File: src/rtl/dco_pkg.sv
package dco_pkg;
    localparam int SMP_W  = 8;
    localparam int LOG_N  = 8;
    localparam int ADDR_W = 8;
    localparam int DATA_W = 16;
    localparam int NCH    = 4;

    localparam logic [ADDR_W-1:0] TRIM_ADDR = 8'h38;

    // channel slots in the accumulator array
    localparam int CH_VC = 0;
    localparam int CH_FE = 1;
    localparam int CH_RF = 2;
    localparam int CH_TE = 3;

    // command word bit positions
    localparam int B_MEAS_VC = 15;
    localparam int B_MEAS_FE = 13;
    localparam int B_MEAS_RF = 11;
    localparam int B_MEAS_TE = 4;
    localparam int B_RF_FLR  = 12;
    localparam int B_FE_OWN  = 10;
    localparam int B_FE_VC   = 3;
    localparam int B_TE_VC   = 2;
    localparam int B_TE_OWN  = 1;

    typedef struct packed {
        logic rf_floor;
        logic fe_own;
        logic fe_vc;
        logic te_own;
        logic te_vc;
    } trim_sel_t;
endpackage

File: src/rtl/dco_ctrl.sv
module dco_ctrl
    import dco_pkg::*;
#(
    parameter int ADDR_W_P = ADDR_W,
    parameter int DATA_W_P = DATA_W,
    parameter int LOG_N_P  = LOG_N,
    parameter int NCH_P    = NCH,
    parameter logic [ADDR_W_P-1:0] SEL_ADDR = TRIM_ADDR
) (
    input  logic                clk,
    input  logic                rst_n,
    input  logic                cmd_load,
    input  logic [ADDR_W_P-1:0] cmd_addr,
    input  logic [DATA_W_P-1:0] cmd_data,
    input  logic                smp_stb,
    output logic                restart,
    output logic                take,
    output logic                last,
    output logic [NCH_P-1:0]    mask,
    output trim_sel_t           sel,
    output logic                status
);
    localparam logic [LOG_N_P-1:0] CNT_END = '1;
    localparam logic [LOG_N_P-1:0] CNT_ONE = LOG_N_P'(1);

    typedef struct packed {
        logic [ADDR_W_P-1:0] addr;
        logic [NCH_P-1:0]    mask;
        logic [LOG_N_P-1:0]  cnt;
        trim_sel_t           sel;
    } ctrl_st_t;

    ctrl_st_t st_d, st_q;
    logic     hit;
    logic     busy;
    logic [NCH_P-1:0] req;

    always_comb begin
        hit  = cmd_load && (cmd_addr == SEL_ADDR);
        req  = '0;
        req[CH_VC] = cmd_data[B_MEAS_VC];
        req[CH_FE] = cmd_data[B_MEAS_FE];
        req[CH_RF] = cmd_data[B_MEAS_RF];
        req[CH_TE] = cmd_data[B_MEAS_TE];
        busy = |st_q.mask;
        take = smp_stb && busy && !hit;
        last = take && (st_q.cnt == CNT_END);
        restart = hit;

        st_d = st_q;
        if (cmd_load) begin
            st_d.addr = cmd_addr;
        end
        if (hit) begin
            st_d.mask         = req;
            st_d.cnt          = '0;
            st_d.sel.rf_floor = cmd_data[B_RF_FLR];
            st_d.sel.fe_own   = cmd_data[B_FE_OWN];
            st_d.sel.fe_vc    = cmd_data[B_FE_VC];
            st_d.sel.te_own   = cmd_data[B_TE_OWN];
            st_d.sel.te_vc    = cmd_data[B_TE_VC];
        end else if (take) begin
            st_d.cnt = st_q.cnt + CNT_ONE;
            if (last) begin
                st_d.mask = '0;
            end
        end

        mask   = st_q.mask;
        sel    = st_q.sel;
        status = busy && (st_q.addr == SEL_ADDR);
    end

    always_ff @(posedge clk or negedge rst_n) begin
        if (!rst_n) begin
            st_q <= '0;
        end else begin
            st_q <= st_d;
        end
    end

    wire unused_cmd = ^cmd_data;


    busy_rise_chk: assert property (@(posedge clk) disable iff (!rst_n)
        $rose(busy) |-> $past(cmd_load));

    count_hold_chk: assert property (@(posedge clk) disable iff (!rst_n)
        (!take && !cmd_load) |=> $stable(st_q.cnt));

    end_idle_chk: assert property (@(posedge clk) disable iff (!rst_n)
        last |=> !busy);

    foreign_sel_chk: assert property (@(posedge clk) disable iff (!rst_n)
        (cmd_load && cmd_addr != SEL_ADDR) |=> $stable(st_q.sel));
endmodule

File: src/rtl/dco_accum.sv
module dco_accum
    import dco_pkg::*;
#(
    parameter int SMP_W_P = SMP_W,
    parameter int LOG_N_P = LOG_N,
    localparam int ACC_W  = SMP_W_P + LOG_N_P
) (
    input  logic               clk,
    input  logic               rst_n,
    input  logic               clr,
    input  logic               en,
    input  logic               last,
    input  logic [SMP_W_P-1:0] smp,
    output logic [SMP_W_P-1:0] avg
);
    typedef struct packed {
        logic [ACC_W-1:0]   acc;
        logic [SMP_W_P-1:0] avg;
    } acc_st_t;

    acc_st_t st_d, st_q;
    logic [ACC_W-1:0] sum;

    always_comb begin
        sum  = st_q.acc + {{LOG_N_P{smp[SMP_W_P-1]}}, smp};
        st_d = st_q;
        if (clr) begin
            st_d.acc = '0;
        end else if (en) begin
            if (last) begin
                st_d.avg = sum[ACC_W-1:LOG_N_P];
                st_d.acc = '0;
            end else begin
                st_d.acc = sum;
            end
        end
        avg = st_q.avg;
    end

    always_ff @(posedge clk or negedge rst_n) begin
        if (!rst_n) begin
            st_q <= '0;
        end else begin
            st_q <= st_d;
        end
    end


    avg_hold_chk: assert property (@(posedge clk) disable iff (!rst_n)
        !(en && last && !clr) |=> $stable(st_q.avg));

    clr_empty_chk: assert property (@(posedge clk) disable iff (!rst_n)
        clr |=> (st_q.acc == '0));
endmodule

File: src/rtl/dco_trim.sv
module dco_trim
    import dco_pkg::*;
#(
    parameter int SMP_W_P = SMP_W
) (
    input  logic [SMP_W_P-1:0] smp,
    input  logic [SMP_W_P-1:0] ofs,
    input  logic               sub_en,
    input  logic               floor_zero,
    output logic [SMP_W_P-1:0] res
);
    localparam logic [SMP_W_P-1:0] POS_MAX = {1'b0, {(SMP_W_P-1){1'b1}}};
    localparam logic [SMP_W_P-1:0] NEG_MAX = {1'b1, {(SMP_W_P-1){1'b0}}};

    logic [SMP_W_P:0] diff;

    always_comb begin
        diff = {smp[SMP_W_P-1], smp} - {ofs[SMP_W_P-1], ofs};
        if (!sub_en) begin
            res = smp;
        end else if (floor_zero && diff[SMP_W_P]) begin
            res = '0;
        end else if (diff[SMP_W_P] != diff[SMP_W_P-1]) begin
            res = diff[SMP_W_P] ? NEG_MAX : POS_MAX;
        end else begin
            res = diff[SMP_W_P-1:0];
        end
    end
endmodule

File: src/rtl/dc_offset_trim.sv
module dc_offset_trim
    import dco_pkg::*;
#(
    parameter int SMP_W_P  = SMP_W,
    parameter int LOG_N_P  = LOG_N,
    parameter int ADDR_W_P = ADDR_W,
    parameter int DATA_W_P = DATA_W
) (
    input  logic                clk,
    input  logic                rst_n,
    input  logic                cmd_load,
    input  logic [ADDR_W_P-1:0] cmd_addr,
    input  logic [DATA_W_P-1:0] cmd_data,
    input  logic                smp_stb,
    input  logic [SMP_W_P-1:0]  vc_in,
    input  logic [SMP_W_P-1:0]  fe_in,
    input  logic [SMP_W_P-1:0]  rf_in,
    input  logic [SMP_W_P-1:0]  te_in,
    output logic [SMP_W_P-1:0]  fcs_out,
    output logic [SMP_W_P-1:0]  trk_out,
    output logic [SMP_W_P-1:0]  rf_out,
    output logic [SMP_W_P-1:0]  fzc_out,
    output logic                status_out
);
    logic             restart, take, last;
    logic [NCH-1:0]   mask;
    trim_sel_t        sel;
    logic [SMP_W_P-1:0] ch_smp [NCH];
    logic [SMP_W_P-1:0] ch_avg [NCH];
    logic [SMP_W_P-1:0] fe_ofs, te_ofs;

    dco_ctrl #(
        .ADDR_W_P(ADDR_W_P), .DATA_W_P(DATA_W_P), .LOG_N_P(LOG_N_P),
        .NCH_P(NCH), .SEL_ADDR(ADDR_W_P'(TRIM_ADDR))
    ) u_ctrl (
        .clk(clk), .rst_n(rst_n), .cmd_load(cmd_load), .cmd_addr(cmd_addr),
        .cmd_data(cmd_data), .smp_stb(smp_stb), .restart(restart), .take(take),
        .last(last), .mask(mask), .sel(sel), .status(status_out)
    );

    always_comb begin
        ch_smp[CH_VC] = vc_in;
        ch_smp[CH_FE] = fe_in;
        ch_smp[CH_RF] = rf_in;
        ch_smp[CH_TE] = te_in;
    end

    for (genvar i = 0; i < NCH; i++) begin : g_acc
        dco_accum #(.SMP_W_P(SMP_W_P), .LOG_N_P(LOG_N_P)) u_acc (
            .clk(clk), .rst_n(rst_n), .clr(restart),
            .en(take && mask[i]), .last(last && mask[i]),
            .smp(ch_smp[i]), .avg(ch_avg[i])
        );
    end

    // own offset has priority over centre offset on both paths
    always_comb begin
        fe_ofs = sel.fe_own ? ch_avg[CH_FE] : ch_avg[CH_VC];
        te_ofs = sel.te_own ? ch_avg[CH_TE] : ch_avg[CH_VC];
    end

    dco_trim #(.SMP_W_P(SMP_W_P)) u_fcs (
        .smp(fe_in), .ofs(fe_ofs), .sub_en(sel.fe_own || sel.fe_vc),
        .floor_zero(1'b0), .res(fcs_out)
    );
    dco_trim #(.SMP_W_P(SMP_W_P)) u_trk (
        .smp(te_in), .ofs(te_ofs), .sub_en(sel.te_own || sel.te_vc),
        .floor_zero(1'b0), .res(trk_out)
    );
    dco_trim #(.SMP_W_P(SMP_W_P)) u_rf (
        .smp(rf_in), .ofs(ch_avg[CH_RF]), .sub_en(sel.rf_floor),
        .floor_zero(1'b1), .res(rf_out)
    );
    dco_trim #(.SMP_W_P(SMP_W_P)) u_fzc (
        .smp(fe_in), .ofs(ch_avg[CH_FE]), .sub_en(1'b1),
        .floor_zero(1'b0), .res(fzc_out)
    );


    rf_floor_chk: assert property (@(posedge clk) disable iff (!rst_n)
        sel.rf_floor |-> !rf_out[SMP_W_P-1]);

    fcs_raw_chk: assert property (@(posedge clk) disable iff (!rst_n)
        (!sel.fe_own && !sel.fe_vc) |-> (fcs_out == fe_in));

    trk_raw_chk: assert property (@(posedge clk) disable iff (!rst_n)
        (!sel.te_own && !sel.te_vc) |-> (trk_out == te_in));

    status_busy_chk: assert property (@(posedge clk) disable iff (!rst_n)
        status_out |-> (mask != '0));
endmodule

File: config.mk
export PLATFORM = sky130hd
export DESIGN_NAME = dc_offset_trim
export DESIGN_NICKNAME = d
export VERILOG_FILES = /design/src/rtl/dco_pkg.sv /design/src/rtl/dco_ctrl.sv /design/src/rtl/dco_accum.sv /design/src/rtl/dco_trim.sv /design/src/rtl/dc_offset_trim.sv
export SDC_FILE = /design/constraint.sdc
export NUM_CORES = 1
export LEC_CHECK = 0
export BUFFER_PORTS_ARGS = -buffer_cell sky130_fd_sc_hd__buf_2
export CAP_MARGIN = 20
export CORE_MARGIN = 8
export CORE_UTILIZATION = 60
export DETAILED_ROUTE_END_ITERATION = 6
export PLACE_DENSITY = 0.93
export SLEW_MARGIN = 20
export SYNTH_ARGS = -nofsm -noshare
export SYNTH_HDL_FRONTEND = slang
export SYNTH_SLANG_ARGS = --single-unit
File: constraint.sdc
create_clock -name clk -period 3.6 [get_ports clk]
set_clock_uncertainty 0.1 [all_clocks]
set_input_delay 0.54 -clock clk [delete_from_list [all_inputs] [get_ports clk]]
set_output_delay 0.54 -clock clk [all_outputs]
set_load 0.01 [all_outputs]
==> results of run 1 <==
sequential cells by signal, summed over array words and instances, names as in the netlist:
signal and count:
u_ctrl.mask 4, u_ctrl.sel 5, g_acc.u_acc.st_q 64, u_ctrl.st_q 16, g_acc.u_acc.avg 32
logic make-up after synthesis:
family / Yosys count
multiplexers: 56
XOR/XNOR: 73
flip-flops: 121
adder cells (fa/ha/maj): 102
AND/OR/NAND/NOR: 338
buffers and inverters: 82
AO/OA/AOI/OAI: 330
metrics by stage:
stage          utilization (%)  cell area, µm²  hold WS (ps)
2_1_floorplan                -            9680           144
3_3_place_gp              65.5           10400           365
3_5_place_dp              65.5           10400           371
4_1_cts                   70.2           11100          4.28
5_1_grt                   71.1           11200          34.6
6_report                  71.1           11200         -12.5
how the worst max path moves through the flow:
stage | startpoint | to | slack [ps] | cells past startpoint
after floorplan | u_ctrl.sel[1] | trk_out[3] | 280 | 12
after global placement | fe_in[0] | fzc_out[0] | 80 | 13
after detailed placement | fe_in[0] | fzc_out[0] | 20 | 13
after CTS | u_ctrl.sel[1] | trk_out[5] | 2 | 10
after global routing | u_ctrl.sel[3] | fcs_out[6] | -110 | 13
final | u_ctrl.sel[3] | fcs_out[6] | -30 | 13
layout by cell type, fill, tap and decap left out, types with 10 or more instances in the layout:
cell and instances:
buf_4 27, xnor2_1 40, o21ai_0 79, nor3_1 16, clkbuf_16 17, nand2_1 109, o21bai_1 10, buf_2 84
a211oi_1 10, a22o_1 24, dfrtp_1 119, nand3_1 30, a21o_1 40, nand2b_1 17, xor2_1 32, a31oi_1 15
o21a_1 10, mux2i_1 19, a21oi_1 71, mux2_2 29, inv_1 50, ha_1 89, nor2b_1 17, nor2_1 80
cell usage after synthesis (9+ instances only):
cell type  count  area [µm²]
nor2b_1       18         113
a21oi_1       80         400
inv_1         52         195
a22o_1        24         210
o31ai_1       10        75.1
nand2_1      110         413
o21a_1        10        75.1
a211oi_1      10        75.1
clkbuf_1      20        75.1
o21bai_1      10        75.1
nand4_1        9        56.3
a31oi_1       15        93.8
and2_1         9        56.3
nor2_1        81         304
xnor2_1       40         350
nor3_1        16        80.1
nor3b_1        9        67.6
nand3_1       30         150
xor2_1        33         289
nand2b_1      17         106
a21o_1        40         300
o21ai_0       84         420
mux2i_1       25         250
ha_1          93        1160
dfrtp_1      121        3030
mux2_2        31         349
metal layers:
metal	vias up	share of wire, %	global-route usage (%)
met3	93	6.9	5.84
met1	4319	40	29.6
met5	-	0	0
li1	4215	-	-
met2	388	50	43.7
met4	0	3.1	10.9
area by class of cell:
type                    count  share of cell area [%]
repair buffers            114                    5.84
inverters                  53                    1.77
well taps                 216                    2.40
multi-input cells         899                    57.8
clock inverters             8                    1.07
flip-flops and latches    121                    26.9
clock buffers              23                    4.16
power breakdown:
group | total, µW | switching (µW) | internal [µW]
Clock | 1720 | 604 | 1120
Sequential | 1920 | 231 | 1690
Combinational | 3110 | 1760 | 1350
Total | 6750 | 2600 | 4160
repair_timing:
item / 4_1_cts / 5_1_grt
hold endpoints to repair: 0 / 0
buffers inserted: 7 / 9
pin swaps: 10 / 13
gates resized for setup: 29 / 20
endpoints found under the setup margin: 27 / 28
critical path, delay by kind of cell (launching register included):
kind,cells,cell delay [ps]
compound gates,5,810
fa+ha+maj,2,480
mux,2,450
flops,1,440
buf+inv,3,340
simple gates,1,40
==> impl_metrics.tcl, run 1 <==
set metrics [dict create \
    port_buffers 85 \
    path_max_fanout 3 \
    drt_iter0_drc 823 \
    synthCells 1102 \
    core_area_mm2 0.0158 \
    htree_levels 4 \
    start_util_pct 61.2 \
    cp_slowest_cell "dfrtp_2" \
    synth_area_mm2 0.00968 \
    seq_area_frac_synth_pct 31.3 \
    clockBufferDepth 2 \
    post-place-cells 1387 \
    critPathKind "reg -> out" \
    clkSinkCount 121 \
    overflow 0 \
    antenna_found_initial 0 \
    via_per_inst 6.29 \
    clk_latency_ps 430 \
    power_uw 6750 \
    max_cap_violations 0 \
    areaGrowthSynthToFinish_pct 16.2 \
    ys_async_sr_fraction_pct 100 \
    multi_input_area_mm2 0.00650 \
    die-area_mm2 0.0205 \
    relSlewSlack_pct 57.9 \
    post-place-ws_ps 17.9 \
    grt_pass1_wl_mm 42.1 \
    n_antenna_cell 0 \
    powerDensity_mw_per_mm2 600 \
    first_pass_iters 6 \
    rsz0062_at_grt "yes" \
    cts_buffers 17 \
    hold_viol_final 19 \
    clk_pin_slew_ps 50 \
    grt_pass1_vias 9007 \
    cp.required_ps 2960 \
    instances_no_fill 1434 \
    synth_cell_types 67 \
    vias 9015 \
    violations "hold timing, setup timing" \
    synth_ff_type "dfrtp_1" \
    synth_edf_count 0 \
    yosys_warnings 0 \
    tritoncts "yes" \
    fmax_mhz 276 \
    synth_top_family_by_area "compound AO/OA/AOI/OAI gates" \
    slew_viol_final 0 \
    cts-root-buf "clkbuf_16" \
    nets 1367 \
    r2r-end "g_acc[2].u_acc.avg[4]" \
    worstRegToRegCells 10 \
    hold_ws_ps -12.5 \
    ant_nets 0 \
    syn_avg_cell_area_um2 8.78 \
    synth_fa_ha_area_share_pct 13.8 \
    setup_tns_ps -86.5 \
    ys_ff_latch 121 \
    grt_max_degree 40 \
    fin_ws_ps -28.4 \
    cp.arrival_ps 2990 \
    outcome "finished with violations" \
    fin_crit_ps 3630 \
    syn_nets 1263 \
    place.gp.congestion 0.894 \
    dpl.hpwl_mm 18.0 \
    synth_xor_area_share_pct 6.61 \
    synthSimpleGateAreaFrac_pct 16.9 \
    endpoint_kind "output port" \
    worst_pin_slew_ps 616 \
    max-vdd-ir-drop_mv 0.507 \
    synthMuxAreaShare_pct 6.19 \
    ios 93 \
    layout-drive-gt1-share_pct 18.3 \
    worstSetupStartpointType "flop" \
    setup_violations 5 \
    crit_path_max_incr_delay_ps 440 \
    wire_per_inst_um 18.2 \
    grt_usage_pct 25.3 \
    drc 0 \
    crit_chain "mux2_4 > ha_4 > inv_2 > fa_2 > a21o_1 > a21o_1 > a21oi_2 > o211ai_1 > mux2i_2 > buf_4 > nor2_1 > o22a_1 > buf_2" \
    rows 46 \
    finalCritPeriodShare_pct 101 \
    dieHeight_um 143 \
    cpMostUsedCell "a21o_1" \
    seq_area_mm2 0.00303 \
    ff2ff_setup_slack_ps 690 \
    fillCellCount 1106 \
    p_leak_uw 0.00530 \
    cts_hold_buf 0 \
    synth_compound_area_share_pct 21.9 \
    die_x_um 143 \
    routed_wl_mm 26.1 \
    reg2reg_from "g_acc[2].u_acc.st_q[8]" \
    hold_path.class "in -> async" \
]
(Power assumes the default switching activity.)
==> inputs of run 2 (changes only) <==
CORE_ASPECT_RATIO = 1.5   (was not set)
==> run 2 against run 1 <==
Critical path depth decreased by 1. Worst setup slack got worse by 110 ps. Largest cell class unchanged. Critical path type unchanged. Final area grew 1.0%. Global-route usage rose by 1.6 points. The flow finishes with violations (setup timing).
==> impl_metrics.tcl, run 2 (synthesis results as in run 1) <==
set metrics [dict create \
    rsz0062_at_grt "yes" \
    cts-root-buf "clkbuf_16" \
    cp.required_ps 2960 \
    worst_pin_slew_ps 784 \
    ff2ff_setup_slack_ps 550 \
    top_usage_layer "met2" \
    tritoncts "yes" \
    p_leak_uw 0.00533 \
    cpMostUsedCell "mux2i_4" \
    first_pass_iters 5 \
    largest_reg_flops 64 \
    drt_iter0_drc 870 \
    drc 0 \
    die_x_um 120 \
    dpl.hpwl_mm 18.8 \
    r2r-end "g_acc[2].u_acc.avg[4]" \
    layout-drive-gt1-share_pct 20.0 \
    dieHeight_um 172 \
    ios 93 \
    post-place-cells 1378 \
    fin_ws_ps -136 \
    antenna_found_initial 0 \
    ant_nets 0 \
    instances_no_fill 1424 \
    mostFrequentLayoutCells "dfrtp_1, nand2_1, ha_1, buf_2" \
    grt_pass1_vias 9682 \
    htree_levels 4 \
    routed_wl_mm 30.5 \
    rows 57 \
    nets 1366 \
    worstRegToRegCells 10 \
    critPathKind "reg -> out" \
    crit_path_max_incr_delay_ps 440 \
    overflow 0 \
    finalCritPeriodShare_pct 104 \
    clk_latency_ps 420 \
    start_util_pct 60.6 \
    worstSetupStartpointType "flop" \
    port_buffers 85 \
    core_area_mm2 0.0160 \
    cts_buffers 17 \
    die-area_mm2 0.0205 \
    max-vdd-ir-drop_mv 0.390 \
    via_per_inst 6.81 \
    largest-register "g_acc.u_acc.st_q" \
    clk_pin_slew_ps 60 \
    met1_usage_pct 27.4 \
    powerDensity_mw_per_mm2 612 \
    cp_slowest_cell "dfrtp_2" \
    startpoint "u_ctrl.sel[3]" \
    vias 9700 \
    grtUsageMet3_pct 5.22 \
    setup_tns_ps -1720 \
    n_antenna_cell 0 \
    fin_crit_ps 3740 \
    grt_max_degree 70 \
    grt_usage_pct 27.0 \
    fmax_mhz 268 \
    slew_viol_final 0 \
    cp.arrival_ps 3100 \
    place.gp.congestion 0.948 \
    crit_chain "buf_4 > mux2i_4 > ha_1 > nor2b_1 > o21a_1 > o21ai_2 > a21oi_2 > buf_6 > mux2i_4 > nand2_1 > o22a_1 > buf_2" \
    grt_pass1_wl_mm 45.3 \
    hold_viol_final 0 \
    hold_ws_ps 45.2 \
    endpoint_kind "output port" \
    wire_per_inst_um 21.4 \
    final_common_cell "dfrtp_1" \
    relSlewSlack_pct 47.8 \
    setup_violations 20 \
    reg2reg_from "g_acc[2].u_acc.st_q[8]" \
    outcome "finished with violations" \
    violations "setup timing" \
    clkSinkCount 121 \
    path_max_fanout 3 \
    hold_path.class "in -> async" \
    areaGrowthSynthToFinish_pct 17.4 \
    grt_use_met2_pct 49.8 \
    clockBufferDepth 2 \
    max_cap_violations 0 \
]
run 2: power breakdown:
part           internal [µW]  switching, µW
logic                   1370           1930
clock network           1050            667
registers               1690            247
total                   4110           2840
run 2: timing repair:
| item | in CTS | in global routing |
|---|---|---|
| gates cloned | 0 | 0 |
| endpoints found under the setup margin | 19 | 29 |
| gates resized for setup | 20 | 59 |
| hold buffers | 0 | 0 |
| pin swaps | 7 | 20 |
| buffers inserted | 2 | 12 |
run 2: critical path, delay by kind of cell (launching register included):
kind            cells  cell delay (ps)
simple gates        2              270
compound gates      4              650
fa+ha+maj           1              300
flops               1              440
mux                 2              550
buf+inv             3              460
run 2: cell type report:
class                      count  area (µm²)
sequential                   121        3030
inverter                      53         201
multi-input combinational    899        6610
clock inverter                12         125
clock buffer                  20         457
fill                        1037        4610
tap                          206         258
timing repair buffer         113         676
run 2: how the worst max path moves through the flow:
stage	end	depth (start not counted)	slack, ps
global placement	fzc_out[0]	13	120
finish	fcs_out[5]	12	-140
floorplan	trk_out[3]	12	280
detailed placement	fzc_out[5]	14	80
CTS	fzc_out[5]	11	0.3
global route	trk_out[3]	9	-330
run 2: through the flow:
| step | utilization, % | worst slack (ps) | total power [µW] | cell area (µm²) |
|---|---|---|---|---|
| global placement | 65.0 | 125 | 4760 | 10400 |
| finish | 71.1 | -136 | 6950 | 11400 |
| global route | 71.1 | -329 | 7340 | 11400 |
| CTS | 69.2 | 0.313 | 6730 | 11100 |
| floorplan | - | 280 | 4210 | 9680 |
| detailed placement | 65.0 | 82.7 | 4930 | 10400 |
run 2: metal layers:
metal,wire length (µm),vias up
li1,-,4210
met1,9940,4586
met2,15500,679
met3,2680,225
met4,2320,0
met5,0,-
==> inputs of run 3 (changes only) <==
PLACE_DENSITY = 0.81   (was 0.93)
==> run 3 against run 2 <==
The flow still finishes with violations (setup timing). Flip-flop and latch count stayed put. Sequential power hardly changed. Global-route usage is 3.1 points lower. Combinational power is 6.1% lower. Clock power is 5% higher. Via count is 10% lower. Total power is 1.8% lower. Critical path type unchanged.
==> impl_metrics.tcl, run 3 (synthesis results as in run 1) <==
set metrics [dict create \
    hold_path.class "in -> reg" \
    crit_family "compound AO/OA/AOI/OAI gates" \
    layout-drive-gt1-share_pct 18.9 \
    overflow 0 \
    setup_violations 4 \
    fin_ws_ps -11.9 \
    fillCellCount 1218 \
    multi_input_area_mm2 0.00660 \
    port_buffers 85 \
    die-area_mm2 0.0205 \
    nets 1363 \
    cpMostUsedCell "a21oi_2" \
    critPathBufInv 2 \
    cp.arrival_ps 2970 \
    seq_area_mm2 0.00303 \
    n_antenna_cell 0 \
    worstSetupStartpointType "flop" \
    cp_slowest_cell "dfrtp_2" \
    grt_pass1_vias 8721 \
    fmax_mhz 277 \
    violations "setup timing" \
    cts_buffers 17 \
    grt_usage_pct 23.9 \
    dieHeight_um 172 \
    cp.required_ps 2960 \
    max-vdd-ir-drop_mv 0.484 \
    htree_levels 4 \
    worstRegToRegCells 10 \
    crit_chain "buf_4 > mux2i_1 > ha_2 > o21ai_0 > nand2b_1 > a21oi_2 > a21oi_4 > xor2_2 > a21oi_2 > o31ai_1 > buf_2" \
    vias 8699 \
    clk_latency_ps 420 \
    drc 0 \
    clkSinkCount 121 \
    drt_iter0_drc 408 \
    grt_max_degree 92 \
    wire_per_inst_um 17.6 \
    worst_pin_slew_ps 667 \
    max_cap_violations 0 \
    dpl_cell_area_mm2 0.0104 \
    fin_crit_ps 3610 \
    path_depth 11 \
    final_common_cell "dfrtp_1" \
    grt_pass1_wl_mm 40.2 \
    antenna_found_initial 0 \
    routed_wl_mm 25.1 \
    mostFrequentLayoutCells "dfrtp_1, nand2_1, ha_1, buf_2, o21ai_0" \
    dpl.hpwl_mm 17.9 \
    endpoint_kind "output port" \
    hold_depth 2 \
    clockBufferDepth 2 \
    areaGrowthSynthToFinish_pct 17.1 \
    instances_no_fill 1420 \
    relSlewSlack_pct 55.1 \
    post-place-cells 1377 \
    largest-register "g_acc.u_acc.st_q" \
    powerDensity_mw_per_mm2 602 \
    hold_viol_final 0 \
    crit_path_max_incr_delay_ps 410 \
    first_pass_iters 4 \
    place.gp.congestion 0.879 \
    cts-root-buf "clkbuf_16" \
    critPathKind "reg -> out" \
    rsz0062_at_grt "yes" \
    tritoncts "yes" \
    via_per_inst 6.13 \
    clk_pin_slew_ps 50 \
    finalCritPeriodShare_pct 100 \
    slew_viol_final 0 \
    largest_reg_flops 64 \
    path_max_fanout 7 \
    core_area_mm2 0.0160 \
    die_x_um 120 \
    outcome "finished with violations" \
    rows 57 \
    start_util_pct 60.6 \
    p_leak_uw 0.00534 \
    ant_nets 0 \
    ios 93 \
    finalInstanceArea_mm2 0.0113 \
]
[run 3: final cells by class]
class                   instances  area share [%]
clock buffers                  23            4.22
well taps                     206            2.27
multi-input cells             899            58.2
inverters                      53            1.76
repair buffers                110            5.56
clock inverters                 8            1.26
flip-flops and latches        121            26.7
[run 3: worst paths after layout]
| path | start | endpoint | slack [ps] |
|---|---|---|---|
| worst max-delay path | u_ctrl.sel[1] | trk_out[1] | -10 |
| worst min-delay path | cmd_data[12] | u_ctrl.sel[4] | 250 |
| worst max register to register | g_acc[2].u_acc.st_q[8] | g_acc[2].u_acc.avg[4] | 690 |
| worst min register to register | g_acc[2].u_acc.avg[7] | g_acc[2].u_acc.avg[7] | 380 |
| max in group asynchronous | rst_n | u_ctrl.sel[1] | 2050 |
| min in group asynchronous | rst_n | g_acc[2].u_acc.st_q[14] | 500 |
[run 3: metrics by stage]
stage | total power [µW] | util, % | setup slack (ps) | hold slack (ps) | setup TNS, ps
2_1_floorplan | 4210 | - | 280 | 144 | 0
5_1_grt | 7280 | 71.0 | -141 | 245 | -761
6_report | 6820 | 71.0 | -11.9 | 253 | -29.1
3_3_place_gp | 4810 | 64.9 | 111 | 366 | 0
4_1_cts | 6790 | 69.3 | -14.9 | 241 | -14.9
3_5_place_dp | 4910 | 64.9 | 96.5 | 374 | 0
[run 3: timing repair]
action	in CTS	in global routing
setup endpoints to repair	20	27
endpoints found under the hold margin	30	0
buffers inserted	3	8
hold buffers	1	0
pin swaps	4	19
gates resized for setup	16	43
[run 3: layer usage]
layer	part of all wire [%]	track usage, %	vias to the layer above	wire length, µm
met4	3.9	10.1	0	967
met3	3.9	4.80	78	971
met5	0	0	-	0
met2	54	45.5	200	13500
li1	-	-	4198	-
met1	39	24.8	4223	9660
[run 3: where the power goes]
part	internal, µW	switching, µW	total, µW	leakage (µW)
Sequential	1690	225	1910	0.00161
Clock	1210	603	1810	0.000303
Combinational	1350	1750	3100	0.00343
Total	4250	2580	6820	0.00534
